<file path="src/rtl/cpu_pkg.sv">
package cpu_pkg;

    typedef enum logic [3:0] {
        ST_FETCH,
        ST_DECODE,
        ST_LDDIR,
        ST_STDIR,
        ST_STIND,
        ST_LDIMM,
        ST_ADD,
        ST_SUB,
        ST_JZ
    } state_t;

    localparam logic [3:0] OP_LDDIR = 4'h0;
    localparam logic [3:0] OP_STDIR = 4'h1;
    localparam logic [3:0] OP_STIND = 4'h2;
    localparam logic [3:0] OP_LDIMM = 4'h3;
    localparam logic [3:0] OP_ADD   = 4'h4;
    localparam logic [3:0] OP_SUB   = 4'h5;
    localparam logic [3:0] OP_JZ    = 4'h6;

    typedef enum logic [1:0] {
        ALU_ADD,
        ALU_SUB,
        ALU_PASSA,
        ALU_PASSB
    } alu_op_t;

    typedef enum logic [1:0] {
        AS_PC,
        AS_DIR,
        AS_REG
    } addr_sel_t;

    typedef struct packed {
        logic      ir_ld;
        logic      pc_inc;
        logic      pc_ld;
        logic      rf_we;
        logic      wsel_mem;
        logic      rd1_en;
        logic      rd2_en;
        logic      rd2_sel_rn;
        logic      b_imm;
        alu_op_t   alu_op;
        addr_sel_t addr_sel;
        logic      mem_re;
        logic      mem_we;
    } ctrl_t;

endpackage

</file>
<file path="src/rtl/cpu_regfile.sv">
module cpu_regfile #(
    parameter int DATA_W = 16,
    parameter int NREG   = 16,
    localparam int IDX_W = $clog2(NREG)
) (
    input  logic              clk,
    input  logic              rst,
    input  logic              we,
    input  logic [IDX_W-1:0]  waddr,
    input  logic [DATA_W-1:0] wdata,
    input  logic              rd1_en,
    input  logic [IDX_W-1:0]  rd1_addr,
    output logic [DATA_W-1:0] rd1_data,
    input  logic              rd2_en,
    input  logic [IDX_W-1:0]  rd2_addr,
    output logic [DATA_W-1:0] rd2_data
);

    logic [DATA_W-1:0] regs [NREG];

    always_ff @(posedge clk) begin
        if (rst) begin
            for (int i = 0; i < NREG; i++) begin
                regs[i] <= '0;
            end
        end else if (we) begin
            regs[waddr] <= wdata;
        end
    end

    assign rd1_data = rd1_en ? regs[rd1_addr] : '0;
    assign rd2_data = rd2_en ? regs[rd2_addr] : '0;

endmodule

</file>
<file path="src/rtl/cpu_alu.sv">
module cpu_alu
    import cpu_pkg::*;
#(
    parameter int DATA_W = 16
) (
    input  alu_op_t           op,
    input  logic [DATA_W-1:0] a,
    input  logic [DATA_W-1:0] b,
    output logic [DATA_W-1:0] y,
    output logic              zero
);

    always_comb begin
        unique case (op)
            ALU_ADD:   y = a + b;
            ALU_SUB:   y = a - b;
            ALU_PASSA: y = a;
            ALU_PASSB: y = b;
            default:   y = '0;
        endcase
    end

    assign zero = (y == '0);

endmodule

</file>
<file path="src/rtl/cpu_ctrl.sv">
module cpu_ctrl
    import cpu_pkg::*;
(
    input  logic       clk,
    input  logic       rst,
    input  logic [3:0] opcode,
    input  logic       alu_zero,
    output state_t     state,
    output ctrl_t      ctl
);

    state_t state_nx;

    // state register
    always_ff @(posedge clk) begin
        if (rst) begin
            state <= ST_FETCH;
        end else begin
            state <= state_nx;
        end
    end

    // next state
    always_comb begin
        state_nx = ST_FETCH;
        unique case (state)
            ST_FETCH:  state_nx = ST_DECODE;
            ST_DECODE: begin
                unique case (opcode)
                    OP_LDDIR: state_nx = ST_LDDIR;
                    OP_STDIR: state_nx = ST_STDIR;
                    OP_STIND: state_nx = ST_STIND;
                    OP_LDIMM: state_nx = ST_LDIMM;
                    OP_ADD:   state_nx = ST_ADD;
                    OP_SUB:   state_nx = ST_SUB;
                    OP_JZ:    state_nx = ST_JZ;
                    default:  state_nx = ST_FETCH;
                endcase
            end
            default:   state_nx = ST_FETCH;
        endcase
    end

    // outputs
    always_comb begin
        ctl          = '0;
        ctl.alu_op   = ALU_PASSA;
        ctl.addr_sel = AS_PC;
        unique case (state)
            ST_FETCH: begin
                ctl.addr_sel = AS_PC;
                ctl.mem_re   = 1'b1;
                ctl.ir_ld    = 1'b1;
                ctl.pc_inc   = 1'b1;
            end
            ST_DECODE: begin
            end
            ST_LDDIR: begin
                ctl.addr_sel = AS_DIR;
                ctl.mem_re   = 1'b1;
                ctl.rf_we    = 1'b1;
                ctl.wsel_mem = 1'b1;
            end
            ST_STDIR: begin
                ctl.addr_sel   = AS_DIR;
                ctl.rd2_en     = 1'b1;
                ctl.rd2_sel_rn = 1'b1;
                ctl.mem_we     = 1'b1;
            end
            ST_STIND: begin
                ctl.addr_sel = AS_REG;
                ctl.rd1_en   = 1'b1;
                ctl.rd2_en   = 1'b1;
                ctl.mem_we   = 1'b1;
            end
            ST_LDIMM: begin
                ctl.b_imm  = 1'b1;
                ctl.alu_op = ALU_PASSB;
                ctl.rf_we  = 1'b1;
            end
            ST_ADD: begin
                ctl.rd1_en = 1'b1;
                ctl.rd2_en = 1'b1;
                ctl.alu_op = ALU_ADD;
                ctl.rf_we  = 1'b1;
            end
            ST_SUB: begin
                ctl.rd1_en = 1'b1;
                ctl.rd2_en = 1'b1;
                ctl.alu_op = ALU_SUB;
                ctl.rf_we  = 1'b1;
            end
            ST_JZ: begin
                ctl.rd1_en = 1'b1;
                ctl.alu_op = ALU_PASSA;
                ctl.pc_ld  = alu_zero;
            end
            default: begin
            end
        endcase
    end

endmodule

</file>
<file path="src/rtl/cpu_core.sv">
module cpu_core
    import cpu_pkg::*;
#(
    parameter int DATA_W = 16,
    parameter int ADDR_W = 16,
    parameter int NREG   = 16
) (
    input  logic              clk,
    input  logic              rst,
    output logic [ADDR_W-1:0] mem_addr,
    output logic [DATA_W-1:0] mem_wdata,
    input  logic [DATA_W-1:0] mem_rdata,
    output logic              mem_re,
    output logic              mem_we
);

    localparam int IDX_W   = $clog2(NREG);
    localparam int FLD_W   = 8;
    localparam int OP_LSB  = DATA_W - 4;
    localparam int RN_LSB  = DATA_W - 8;
    localparam int RM_LSB  = DATA_W - 12;

    state_t            state;
    ctrl_t             ctl;
    logic [ADDR_W-1:0] pc;
    logic [DATA_W-1:0] ir;
    logic [DATA_W-1:0] rd1_data;
    logic [DATA_W-1:0] rd2_data;
    logic [DATA_W-1:0] alu_b;
    logic [DATA_W-1:0] alu_y;
    logic              alu_zero;
    logic [DATA_W-1:0] rf_wdata;

    logic [3:0]        opcode;
    logic [IDX_W-1:0]  rn;
    logic [IDX_W-1:0]  rm;
    logic [FLD_W-1:0]  field;

    assign opcode = ir[OP_LSB +: 4];
    assign rn     = ir[RN_LSB +: IDX_W];
    assign rm     = ir[RM_LSB +: IDX_W];
    assign field  = ir[FLD_W-1:0];

    cpu_ctrl u_ctrl (
        .clk      (clk),
        .rst      (rst),
        .opcode   (opcode),
        .alu_zero (alu_zero),
        .state    (state),
        .ctl      (ctl)
    );

    cpu_regfile #(
        .DATA_W (DATA_W),
        .NREG   (NREG)
    ) u_rf (
        .clk      (clk),
        .rst      (rst),
        .we       (ctl.rf_we),
        .waddr    (rn),
        .wdata    (rf_wdata),
        .rd1_en   (ctl.rd1_en),
        .rd1_addr (rn),
        .rd1_data (rd1_data),
        .rd2_en   (ctl.rd2_en),
        .rd2_addr (ctl.rd2_sel_rn ? rn : rm),
        .rd2_data (rd2_data)
    );

    assign alu_b = ctl.b_imm ? DATA_W'(field) : rd2_data;

    cpu_alu #(
        .DATA_W (DATA_W)
    ) u_alu (
        .op   (ctl.alu_op),
        .a    (rd1_data),
        .b    (alu_b),
        .y    (alu_y),
        .zero (alu_zero)
    );

    assign rf_wdata = ctl.wsel_mem ? mem_rdata : alu_y;

    always_ff @(posedge clk) begin
        if (rst) begin
            pc <= '0;
            ir <= '0;
        end else begin
            if (ctl.ir_ld) begin
                ir <= mem_rdata;
            end
            if (ctl.pc_ld) begin
                pc <= ADDR_W'(field);
            end else if (ctl.pc_inc) begin
                pc <= pc + 1'b1;
            end
        end
    end

    always_comb begin
        unique case (ctl.addr_sel)
            AS_PC:   mem_addr = pc;
            AS_DIR:  mem_addr = ADDR_W'(field);
            AS_REG:  mem_addr = ADDR_W'(rd1_data);
            default: mem_addr = pc;
        endcase
    end

    assign mem_wdata = rd2_data;
    assign mem_re    = ctl.mem_re;
    assign mem_we    = ctl.mem_we;

endmodule

</file>
<file path="config.mk">
export PLATFORM = sky130hd
export DESIGN_NAME = cpu_core
export DESIGN_NICKNAME = d
export VERILOG_FILES = /design/src/rtl/cpu_pkg.sv /design/src/rtl/cpu_regfile.sv /design/src/rtl/cpu_alu.sv /design/src/rtl/cpu_ctrl.sv /design/src/rtl/cpu_core.sv
export SDC_FILE = /design/constraint.sdc
export NUM_CORES = 1
export LEC_CHECK = 0
export BUFFER_PORTS_ARGS = -buffer_cell sky130_fd_sc_hd__buf_2
export CORE_ASPECT_RATIO = 1.1
export CORE_UTILIZATION = 60
export CTS_CLUSTER_SIZE = 14
export DETAILED_ROUTE_END_ITERATION = 8
export GPL_ROUTABILITY_DRIVEN = 0
export PLACE_DENSITY = 0.77
export RECOVER_POWER = 100
export SYNTH_ARGS = -nofsm -noshare
export SYNTH_HDL_FRONTEND = slang
export SYNTH_HIERARCHICAL = 1
export SYNTH_SLANG_ARGS = --single-unit
</file>
<file path="constraint.sdc">
create_clock -name clk -period 8 [get_ports clk]
set_input_delay 1.6 -clock clk [delete_from_list [all_inputs] [get_ports clk]]
set_output_delay 1.6 -clock clk [all_outputs]
set_load 0.005 [all_outputs]
</file>
* Word-level counts from Yosys, hierarchy flattened
Memory sizes are Yosys's and may differ from the RTL's. A register that Yosys moved wholly into a read port is not among the register bits.
Cells that the tools add are included.
** Storage, ports and cells
- Bits in registers :: 36
- RAM bits :: 256
- Input bits :: 18
- Output and inout port bits :: 34
- Logic and storage cells :: 73
- Memories kept :: 1
** Operators by class
- Add/sub/neg operators :: 3
- Equal/unequal tests :: 19
- Mux-type cells :: 33
- Reduce and logical (&&, ||, !) cells :: 13
** Memories
- u_rf.regs :: words 16, width 16, read ports 2, clocked after memory_dff 1, write ports 16, RTL line cpu_regfile.sv:19 : logic [DATA_W-1:0] regs [NREG];
** Operators with widths (number)
- $mux 16 :: 5
- $pmux 16 s4 :: 1
- $pmux 16 s2 :: 1
- $eq 4x3->1 const B :: 7
- $pmux 4 s7 :: 1
- $add 16x1->16 const B :: 1
- $add 16x16->16 :: 1
- $eq 4x2->1 const B :: 4
- $logic_not 16->1 :: 1
- $mux 4 :: 4
- $mux 8 :: 2
- $reduce_or 16->1 :: 1
- $sub 16x16->16 :: 1
- $mux 1 :: 15
- $reduce_or 4->1 :: 3
- $eq 4x1->1 const B :: 2
- $logic_not 4->1 :: 2
- $pmux 4 s2 :: 1
- $reduce_or 2->1 :: 4
- $eq 2x2->1 const B :: 3
- $pmux 2 s3 :: 1
- $eq 2x1->1 const B :: 2
- $eq 4x4->1 const B :: 1
- $pmux 2 s2 :: 1
- 3 further kinds :: 3

* Logic depth before layout (Yosys ltp)
Gate-level depths: netlist of the first run.
An unclocked memory read counts as a cell.
- Depth in word-level cells :: 11
- Depth in mapped cells :: 35
- Gate-level depth less buffers :: 30

* Cells and area by module
Netlist of the first run, hierarchy kept.
** Modules (own cells, without submodules)
- cpu_regfile :: times used 1, cells an instance 963, area an instance 14022.2 um2, sequential area each 7687.4 um2
- cpu_core :: times used 1, cells an instance 237, area an instance 2030.7 um2, sequential area each 640.6 um2
- cpu_alu :: times used 1, cells an instance 220, area an instance 1514.0 um2, sequential area each 0.0 um2
- cpu_ctrl :: times used 1, cells an instance 41, area an instance 326.6 um2, sequential area each 80.1 um2

* Worst setup path before layout of the first run
No wires, ideal clock.
- Path kind :: reg2reg
- From :: register u_ctrl.state[2]
- To :: register pc[15]
- Setup time :: 116 ps
- Data arrival time :: 6883 ps
- Required time :: 7884 ps
- Path slack :: 1001 ps
- Stages on the path, launching flop included :: 30
- Path buffers :: 5
- Clock period less this slack :: 6999 ps
- Path through :: dfxtp_1 buf_4 nor2_2 and3_1 mux2_2 buf_6 buf_6 mux4_2 mux2i_1 o32ai_1 mux2_2 or4_1 o21ai_0 xor2_1 ha_1 o21ai_0 a21oi_1 o21a_1 a311o_1 a31o_1 or4b_1 nor4b_1 nand4bb_1 a2111oi_2 and4b_1 clkbuf_1 or2_2 clkbuf_1 nor2_1 a41o_1
** RTL lines
- from (decl) :: RTL line cpu_ctrl.sv:8 : output state_t state,
- from (signal assigned) :: RTL line cpu_ctrl.sv:19 : state <= state_nx;
- to (signal assigned) :: RTL line cpu_core.sv:93 : pc <= ADDR_W'(field);
- to (signal assigned) :: RTL line cpu_core.sv:95 : pc <= pc + 1'b1;
- to (decl) :: RTL line cpu_core.sv:25 : logic [ADDR_W-1:0] pc;

==> results of run 1 <==
==> registers in the layout (all words and copies together), names as in the netlist <==
signal,cells
ir,16
u_rf/regs,256
u_ctrl/state,4
pc,16
==> metrics by stage <==
step | instances | hold slack, ps | area [µm²] | util | worst slack, ps
6_report | 1870 | 489 | 19200 | 0.661 | 324
5_1_grt | 1870 | 517 | 19200 | 0.661 | 45.4
4_1_cts | 1869 | 495 | 19400 | 0.667 | 215
3_5_place_dp | 1816 | 470 | 18400 | 0.632 | 272
3_3_place_gp | 1816 | 465 | 18400 | 0.632 | 446
2_1_floorplan | 1461 | 430 | 17900 | - | 1000
==> metal layers <==
layer,vias up,global-route usage
li1,5485,-
met1,6383,0.426
met2,896,0.583
met3,221,0.0671
met4,0,0.192
met5,-,0
==> worst min-delay path by stage <==
stage / startpoint / end / slack, ps / cells after the start
3_3_place_gp: ir[12] / u_ctrl/state[3] / 470 / 1
5_1_grt: ir[12] / u_ctrl/state[3] / 520 / 1
3_5_place_dp: ir[13] / u_ctrl/state[1] / 470 / 1
6_report: ir[12] / u_ctrl/state[3] / 490 / 1
2_1_floorplan: ir[12] / u_ctrl/state[3] / 430 / 1
4_1_cts: ir[12] / u_ctrl/state[3] / 490 / 1
==> worst register-to-register path: stages (launching register included) <==
cell	delay, ps
sky130_fd_sc_hd__dfxtp_1	490
sky130_fd_sc_hd__nor2_1	150
sky130_fd_sc_hd__and3_2	340
sky130_fd_sc_hd__o21ai_4	570
sky130_fd_sc_hd__buf_4	340
sky130_fd_sc_hd__mux2_2	370
sky130_fd_sc_hd__o211ai_1	320
sky130_fd_sc_hd__o21ai_0	270
sky130_fd_sc_hd__mux2_2	380
sky130_fd_sc_hd__nor3_1	320
sky130_fd_sc_hd__nor2_1	100
sky130_fd_sc_hd__xnor2_1	160
sky130_fd_sc_hd__ha_1	220
sky130_fd_sc_hd__or4_1	540
sky130_fd_sc_hd__o21a_1	240
sky130_fd_sc_hd__a211o_1	310
sky130_fd_sc_hd__a221oi_4	300
sky130_fd_sc_hd__mux2_1	380
sky130_fd_sc_hd__a22o_1	190
sky130_fd_sc_hd__a211o_1	310
sky130_fd_sc_hd__a2111oi_2	370
sky130_fd_sc_hd__and4b_1	400
sky130_fd_sc_hd__or2_2	230
sky130_fd_sc_hd__nor2_1	60
sky130_fd_sc_hd__a41o_1	230
==> logic make-up (layout without fill, tap and decap cells) <==
| group | Yosys count | count (layout) | share of synthesized area |
|---|---|---|---|
| simple gates | 521 | 521 | 0.175 |
| mux | 248 | 248 | 0.202 |
| xor+xnor | 36 | 36 | 0.0176 |
| compound gates | 214 | 215 | 0.0813 |
| buf+inv | 130 | 170 | 0.0398 |
| fa+ha+maj | 20 | 20 | 0.0144 |
| flops | 292 | 292 | 0.470 |
==> layout make-up <==
| class | count | area, µm² | share of cell area |
|---|---|---|---|
| Timing Repair Buffer | 95 | 537 | 0.0280 |
| Tap cell | 368 | 460 | 0.0240 |
| Clock buffer | 34 | 744 | 0.0388 |
| Sequential cell | 292 | 8410 | 0.438 |
| Multi-Input combinational cell | 1040 | 8690 | 0.453 |
| Clock inverter | 19 | 272 | 0.0141 |
| Inverter | 22 | 82.6 | 0.00430 |
==> timing repair <==
item                       CTS  global route
setup buffers                0             0
resized for setup            0             2
setup endpoints to repair    0            10
hold endpoints to repair     0             0
==> power by group <==
part / switching (µW) / total, µW / leakage (µW) / internal [µW]
Clock: 590 / 1480 / 0.000488 / 888
Sequential: 60.0 / 1780 / 0.00294 / 1720
Combinational: 681 / 1170 / 0.00351 / 493
Total: 1330 / 4430 / 0.00694 / 3100
==> cell usage in the layout (no fill, tap or decap), types with 33 or more instances in the layout <==
cell type                  netlist  layout
sky130_fd_sc_hd__a21oi_1        38      38
sky130_fd_sc_hd__and2_0          0     115
sky130_fd_sc_hd__and2_1        264     149
sky130_fd_sc_hd__buf_2          26      34
sky130_fd_sc_hd__dfxtp_1        36      34
sky130_fd_sc_hd__edfxtp_1      256     256
sky130_fd_sc_hd__mux2_2         52      33
sky130_fd_sc_hd__mux2i_1       111     111
sky130_fd_sc_hd__mux4_2         85      85
sky130_fd_sc_hd__nand2_1        61      61
sky130_fd_sc_hd__nor2_1         65      77
sky130_fd_sc_hd__o21ai_0        50      49
==> results.ini, run 1 <==
[floorplanning]
io_pins = 52
row_count = 65
die_height_um = 183
design.die.area_mm2 = 0.0305
placeable_area_mm2 = 0.0290
floorplan.initialDensity = 0.616
die_w_um = 167

[worst_setup_path]
reg_to_reg_slack_setup_ps = 320
worstPathBufferInverterCount = 1
timing.critical_path.arrival_ps = 8130
timing.critical_path.to = pc[15]
critical_path.startpoint_type = register
path_delay_family = compound AO/OA/AOI/OAI gates
timing.critical_path.mode_cell = sky130_fd_sc_hd__nor2_1
worst_r2r_start = u_ctrl/state[3]
regToRegEndpoint = pc[15]
cp_slowest_stage_delay_ps = 570
timing.critical_path.fanout_max = 13
crit_type = register to register
r2r_cell_count = 24
crit_path_end_kind = register
timing.critical_path.required_ps = 8450
cpMaxStageDelayCell = sky130_fd_sc_hd__o21ai_4
worstSetupPathDepth = 24
origin_of_the_worst_setup_path = u_ctrl/state[3]
cp_cell_sequence = nor2_1 -> and3_2 -> o21ai_4 -> buf_4 -> mux2_2 -> o211ai_1 -> o21ai_0 -> mux2_2 -> nor3_1 -> nor2_1 -> xnor2_1 -> ha_1 -> or4_1 -> o21a_1 -> a211o_1 -> a221oi_4 -> mux2_1 -> a22o_1 -> a211o_1 -> a2111oi_2 -> and4b_1 -> or2_2 -> nor2_1 -> a41o_1

[synthesis]
syn_avg_cell_area_um2 = 12.2
synth_warnings = 6
ys_seq_elements = 292
synth_area_leaders = sky130_fd_sc_hd__edfxtp_1, sky130_fd_sc_hd__mux4_2, sky130_fd_sc_hd__and2_1
yosysSeqAreaShare = 0.470
synth-async-reset-ratio = 0
synth_enable_flop_cells = 256
synth_common_cells = sky130_fd_sc_hd__and2_1, sky130_fd_sc_hd__edfxtp_1, sky130_fd_sc_hd__mux2i_1, sky130_fd_sc_hd__mux4_2, sky130_fd_sc_hd__nor2_1
synthesis.instances = 1461
netlist.area_leader.share = 0.430
syn_area_mm2 = 0.0179
synth.most_common_cell = sky130_fd_sc_hd__and2_1
synthesis.nets = 1499
synth_top_flop_cell = sky130_fd_sc_hd__edfxtp_1
post-synth-top-area-cell = sky130_fd_sc_hd__edfxtp_1
number_of_different_library_cells_in_the_post_synthesis_netlist = 78

[routing]
avgViaCountPerCell = 6.94
vias = 12985
m1WireLength_mm = 19.2
drt_first_pass_iters = 5
drt_iter0_drc = 1610
met3RoutedLength_mm = 5.63
remaining_drc_errors = 0
final_antenna_net_count = 0
wl_met2_mm = 25.0
maxUsedRoutingLayer = met4
detail_route.wl_per_cell_um = 28.3
routed_wl_mm = 52.9

[timing]
clock_skew_ps = 9.46
final_setup_violations = 0
tightest_slew_ps = 2360
timing.final.crit_period_ps = 7680
max_clock_freq_mhz = 130
tns_ps = 0
report.final.slew_viol_count = 346
period_share = 0.959
count_of_endpoints_failing_hold_in_the_final_timing_report = 0
max_slew_margin = -0.588
grt_setup_unrepaired = no

[power_and_ir_drop]
total_power_uw = 4430
power.ir.vdd_worst_mv = 0.168
leakage_uw = 0.00694
power-per-cell-area_mw_per_mm2 = 231

[grt]
grt_start_max_net_pins = 91
global_route_wire_length_before_repair_mm = 78.3
groute.usage.overall = 0.348
grt_overflow = 0
initial_antenna_violation_count = 0
vias_in_the_first_global_route = 12846

[cells_and_area]
n_diodes = 0
num-nets-final = 1518
fraction_of_layout_cells_with_a_size_suffix_above_1 = 0.169
fillers = 2148
syn2layout_area_growth_pct = 7.27

[cts]
ctsRootBufferMaster = sky130_fd_sc_hd__clkbuf_16
clock_tree.buffer_depth = 3
cts_tree = yes
cts_inserted_buffers = 29
ctsHoldBuffers = 0
clock_latency_ps = 560
path_clk_slew_ps = 60
clock-sinks = 292
cts_htree_levels = 1

[outcome]
violations = capacitance limit, slew limit
outcome = complete, but fails checks

[placement]
dp_hpwl_mm = 36.2
port_buffers = 51

[min_path]
worstHoldPathType = register to register

[job]
maxCapViolations = 21

No activity file was read; power rests on OpenSTA's default activity.
==> run 2: changes to the inputs <==
--- a/config.mk
+++ b/config.mk
@@ -6,12 +6,14 @@
 export NUM_CORES = 1
 export LEC_CHECK = 0
 export BUFFER_PORTS_ARGS = -buffer_cell sky130_fd_sc_hd__buf_2
+export CELL_PAD_IN_SITES_DETAIL_PLACEMENT = 1
+export CELL_PAD_IN_SITES_GLOBAL_PLACEMENT = 2
 export CORE_ASPECT_RATIO = 1.1
-export CORE_UTILIZATION = 60
+export CORE_UTILIZATION = 44
 export CTS_CLUSTER_SIZE = 14
 export DETAILED_ROUTE_END_ITERATION = 8
 export GPL_ROUTABILITY_DRIVEN = 0
-export PLACE_DENSITY = 0.77
+export PLACE_DENSITY_LB_ADDON = 0.1
 export RECOVER_POWER = 100
 export SYNTH_ARGS = -nofsm -noshare
 export SYNTH_HDL_FRONTEND = slang
==> run 2 against run 1 <==
Compared with the run above: the flow still finishes with violations (capacitance limit, slew limit); combinational power increased by 8%; total power increased by 2.9%; non-clock buffer count increased by 27; largest power group unchanged; highest routed layer unchanged.
==> results.ini, run 2 (synthesis results as in run 1) <==
[outcome]
outcome = complete, but fails checks
violations = capacitance limit, slew limit

[routing]
vias = 12485  ; -3.9%
remaining_drc_errors = 0  ; unchanged
m1WireLength_mm = 24.7  ; +29%
final_antenna_net_count = 0  ; unchanged
wl_met2_mm = 31.7  ; +26%
maxUsedRoutingLayer = met4
met3RoutedLength_mm = 2.72  ; -52%
avgViaCountPerCell = 6.09  ; -12%
drt_first_pass_iters = 5  ; unchanged
detail_route.wl_per_cell_um = 30.0  ; +6.0%
drt_iter0_drc = 879  ; -45%
routed_wl_mm = 61.5  ; +16%

[floorplanning]
placeable_area_mm2 = 0.0402  ; +38%
design.die.area_mm2 = 0.0415  ; +36%
io_pins = 52  ; unchanged
die_height_um = 214  ; +17%
row_count = 77  ; +18%
floorplan.initialDensity = 0.445  ; -0.171
die_w_um = 194  ; +17%

[cts]
path_clk_slew_ps = 60  ; about the same
cts_htree_levels = 2  ; +1
cts_tree = yes
ctsHoldBuffers = 0  ; unchanged
cts_inserted_buffers = 34  ; +17%
clock-sinks = 292  ; unchanged
clock_tree.buffer_depth = 3  ; unchanged
ctsRootBufferMaster = sky130_fd_sc_hd__clkbuf_16
clock_latency_ps = 550  ; about the same

[placement]
port_buffers = 51  ; unchanged
dp_hpwl_mm = 42.7  ; +18%
place_area_mm2 = 0.0187  ; +2.1%
dp_worst_setup_slack_ps = 123  ; -149 ps

[worst_setup_path]
cp_slowest_stage_delay_ps = 520  ; -50 ps
critical_path.startpoint_type = register
timing.critical_path.arrival_ps = 8030  ; -100 ps
crit_path_end_kind = register
crit_type = register to register
timing.critical_path.required_ps = 8440  ; about the same
timing.critical_path.fanout_max = 12  ; -1
cpMaxStageDelayCell = sky130_fd_sc_hd__or4b_1

[power_and_ir_drop]
power.ir.vdd_worst_mv = 0.131  ; -22%
power_switching_share = 0.318  ; +0.0180
power-per-cell-area_mw_per_mm2 = 232  ; +0.61%
total_power_uw = 4560  ; +2.9%
power.clock.fraction = 0.334  ; about the same
power_report.internal_total_uw = 3110  ; +0.27%
leakage_uw = 0.00706  ; +1.8%
share_comb_of_total_power = 0.277  ; +0.012
seqPwrFrac = 0.390  ; -0.012
p_sw_uw = 1450  ; +9.1%

[cells_and_area]
n_diodes = 0  ; unchanged
fraction_of_layout_cells_with_a_size_suffix_above_1 = 0.185  ; +0.0162
num-nets-final = 1550  ; +2.1%
top_register = u_rf/regs
post-route-cell-area_mm2 = 0.0196  ; +2.3%
area.sequential_mm2 = 0.00841  ; about the same
fillers = 4202  ; +96%
syn2layout_area_growth_pct = 9.73
most_common_library_cell_in_the_layout_ignoring_fill_and_taps = sky130_fd_sc_hd__edfxtp_1
layout_common_cells = sky130_fd_sc_hd__edfxtp_1, sky130_fd_sc_hd__and2_1, sky130_fd_sc_hd__and2_0
multi_input_comb_area_mm2 = 0.00870  ; +0.22%
flip_flop_count_of_the_largest_register_after_layout = 256  ; unchanged
top_regs = u_rf/regs x256, ir x16, pc x16
finalCoreUtilization = 0.489  ; -0.172

[timing]
tightest_slew_ps = 1990  ; -372 ps
grt_setup_unrepaired = no
period_share = 0.949  ; -0.0107
clock_skew_ps = 15.0  ; +5.53 ps
final_setup_violations = 0  ; unchanged
max_slew_margin = -0.328  ; +0.260
setup_ws_ps = 410  ; +85.7 ps
count_of_endpoints_failing_hold_in_the_final_timing_report = 0  ; unchanged
timing.final.crit_period_ps = 7590  ; -85.7 ps
tns_ps = 0  ; unchanged
report.final.slew_viol_count = 348  ; +0.58%
max_clock_freq_mhz = 132  ; +1.1%

[min_path]
worstHoldPathType = register to register

[grt]
vias_in_the_first_global_route = 13318  ; +3.7%
grt_start_max_net_pins = 91  ; unchanged
global_route_wire_length_before_repair_mm = 88.6  ; +13%
initial_antenna_violation_count = 0  ; unchanged
groute.usage.overall = 0.298  ; -0.0498
grt_overflow = 0  ; unchanged

[job]
maxCapViolations = 21  ; unchanged

-- run 2: changes by cell type in the layout (fill, tap and decap cells not counted), moves of 2 or more --
cell,previous run,this run
sky130_fd_sc_hd__clkbuf_16,29,34
sky130_fd_sc_hd__clkinv_2,3,7
sky130_fd_sc_hd__and2_0,115,130
sky130_fd_sc_hd__nor2_1,77,72
sky130_fd_sc_hd__bufinv_16,7,2
sky130_fd_sc_hd__clkbuf_1,31,44
sky130_fd_sc_hd__buf_2,34,31
sky130_fd_sc_hd__buf_4,32,50
sky130_fd_sc_hd__dfxtp_2,1,3
sky130_fd_sc_hd__and2_1,149,134
sky130_fd_sc_hd__buf_12,1,3
sky130_fd_sc_hd__nor2_2,1,6
-- run 2: power by group through the flow --
stage / Combinational [µW] / Sequential (µW) / Clock (µW)
2_1_floorplan: 907 / 1780 / 0
3_3_place_gp: 1250 / 1800 / 0
3_5_place_dp: 1270 / 1810 / 0
4_1_cts: 1270 / 1770 / 1550
5_1_grt: 1350 / 1780 / 1600
6_report: 1260 / 1780 / 1520
-- run 2: routing by layer --
layer	GRT usage	vias up
li1	-	5551
met1	0.355	6450
met2	0.547	362
met3	0.0348	122
met4	0.126	0
met5	0	-
-- run 2: critical path: cells and delay by family (launching register included) --
kind | cells | cell delay [ps]
buf+inv | 4 | 650
mux | 4 | 1630
fa+ha+maj | 2 | 690
simple gates | 10 | 2200
compound gates | 9 | 1940
flops | 1 | 360
-- run 2: worst paths after layout --
kind | startpoint | to | slack, ps | depth (start not counted)
max reg2reg | u_ctrl/state[2] | pc[15] | 410 | 29
max | u_ctrl/state[2] | pc[15] | 410 | 29
min | ir[12] | u_ctrl/state[3] | 490 | 1
min reg2reg | ir[12] | u_ctrl/state[3] | 490 | 1
-- run 2: layout make-up --
type	count	share of cell area
Tap cell	513	0.0327
Sequential cell	292	0.428
Clock inverter	19	0.00828
Inverter	22	0.00421
Timing Repair Buffer	122	0.0375
Multi-Input combinational cell	1040	0.443
Clock buffer	43	0.0456
-- run 2: timing repair --
item | in CTS | in global routing
setup buffers | 0 | 4
setup endpoints to repair | 0 | 16
resized for setup | 0 | 4
-- run 2: through the flow --
| stage | hold slack [ps] | cells |
|---|---|---|
| 3_5_place_dp | 460 | 1984 |
| 6_report | 488 | 2051 |
| 2_1_floorplan | 430 | 1461 |
| 3_3_place_gp | 470 | 1984 |
| 5_1_grt | 504 | 2051 |
| 4_1_cts | 481 | 2046 |
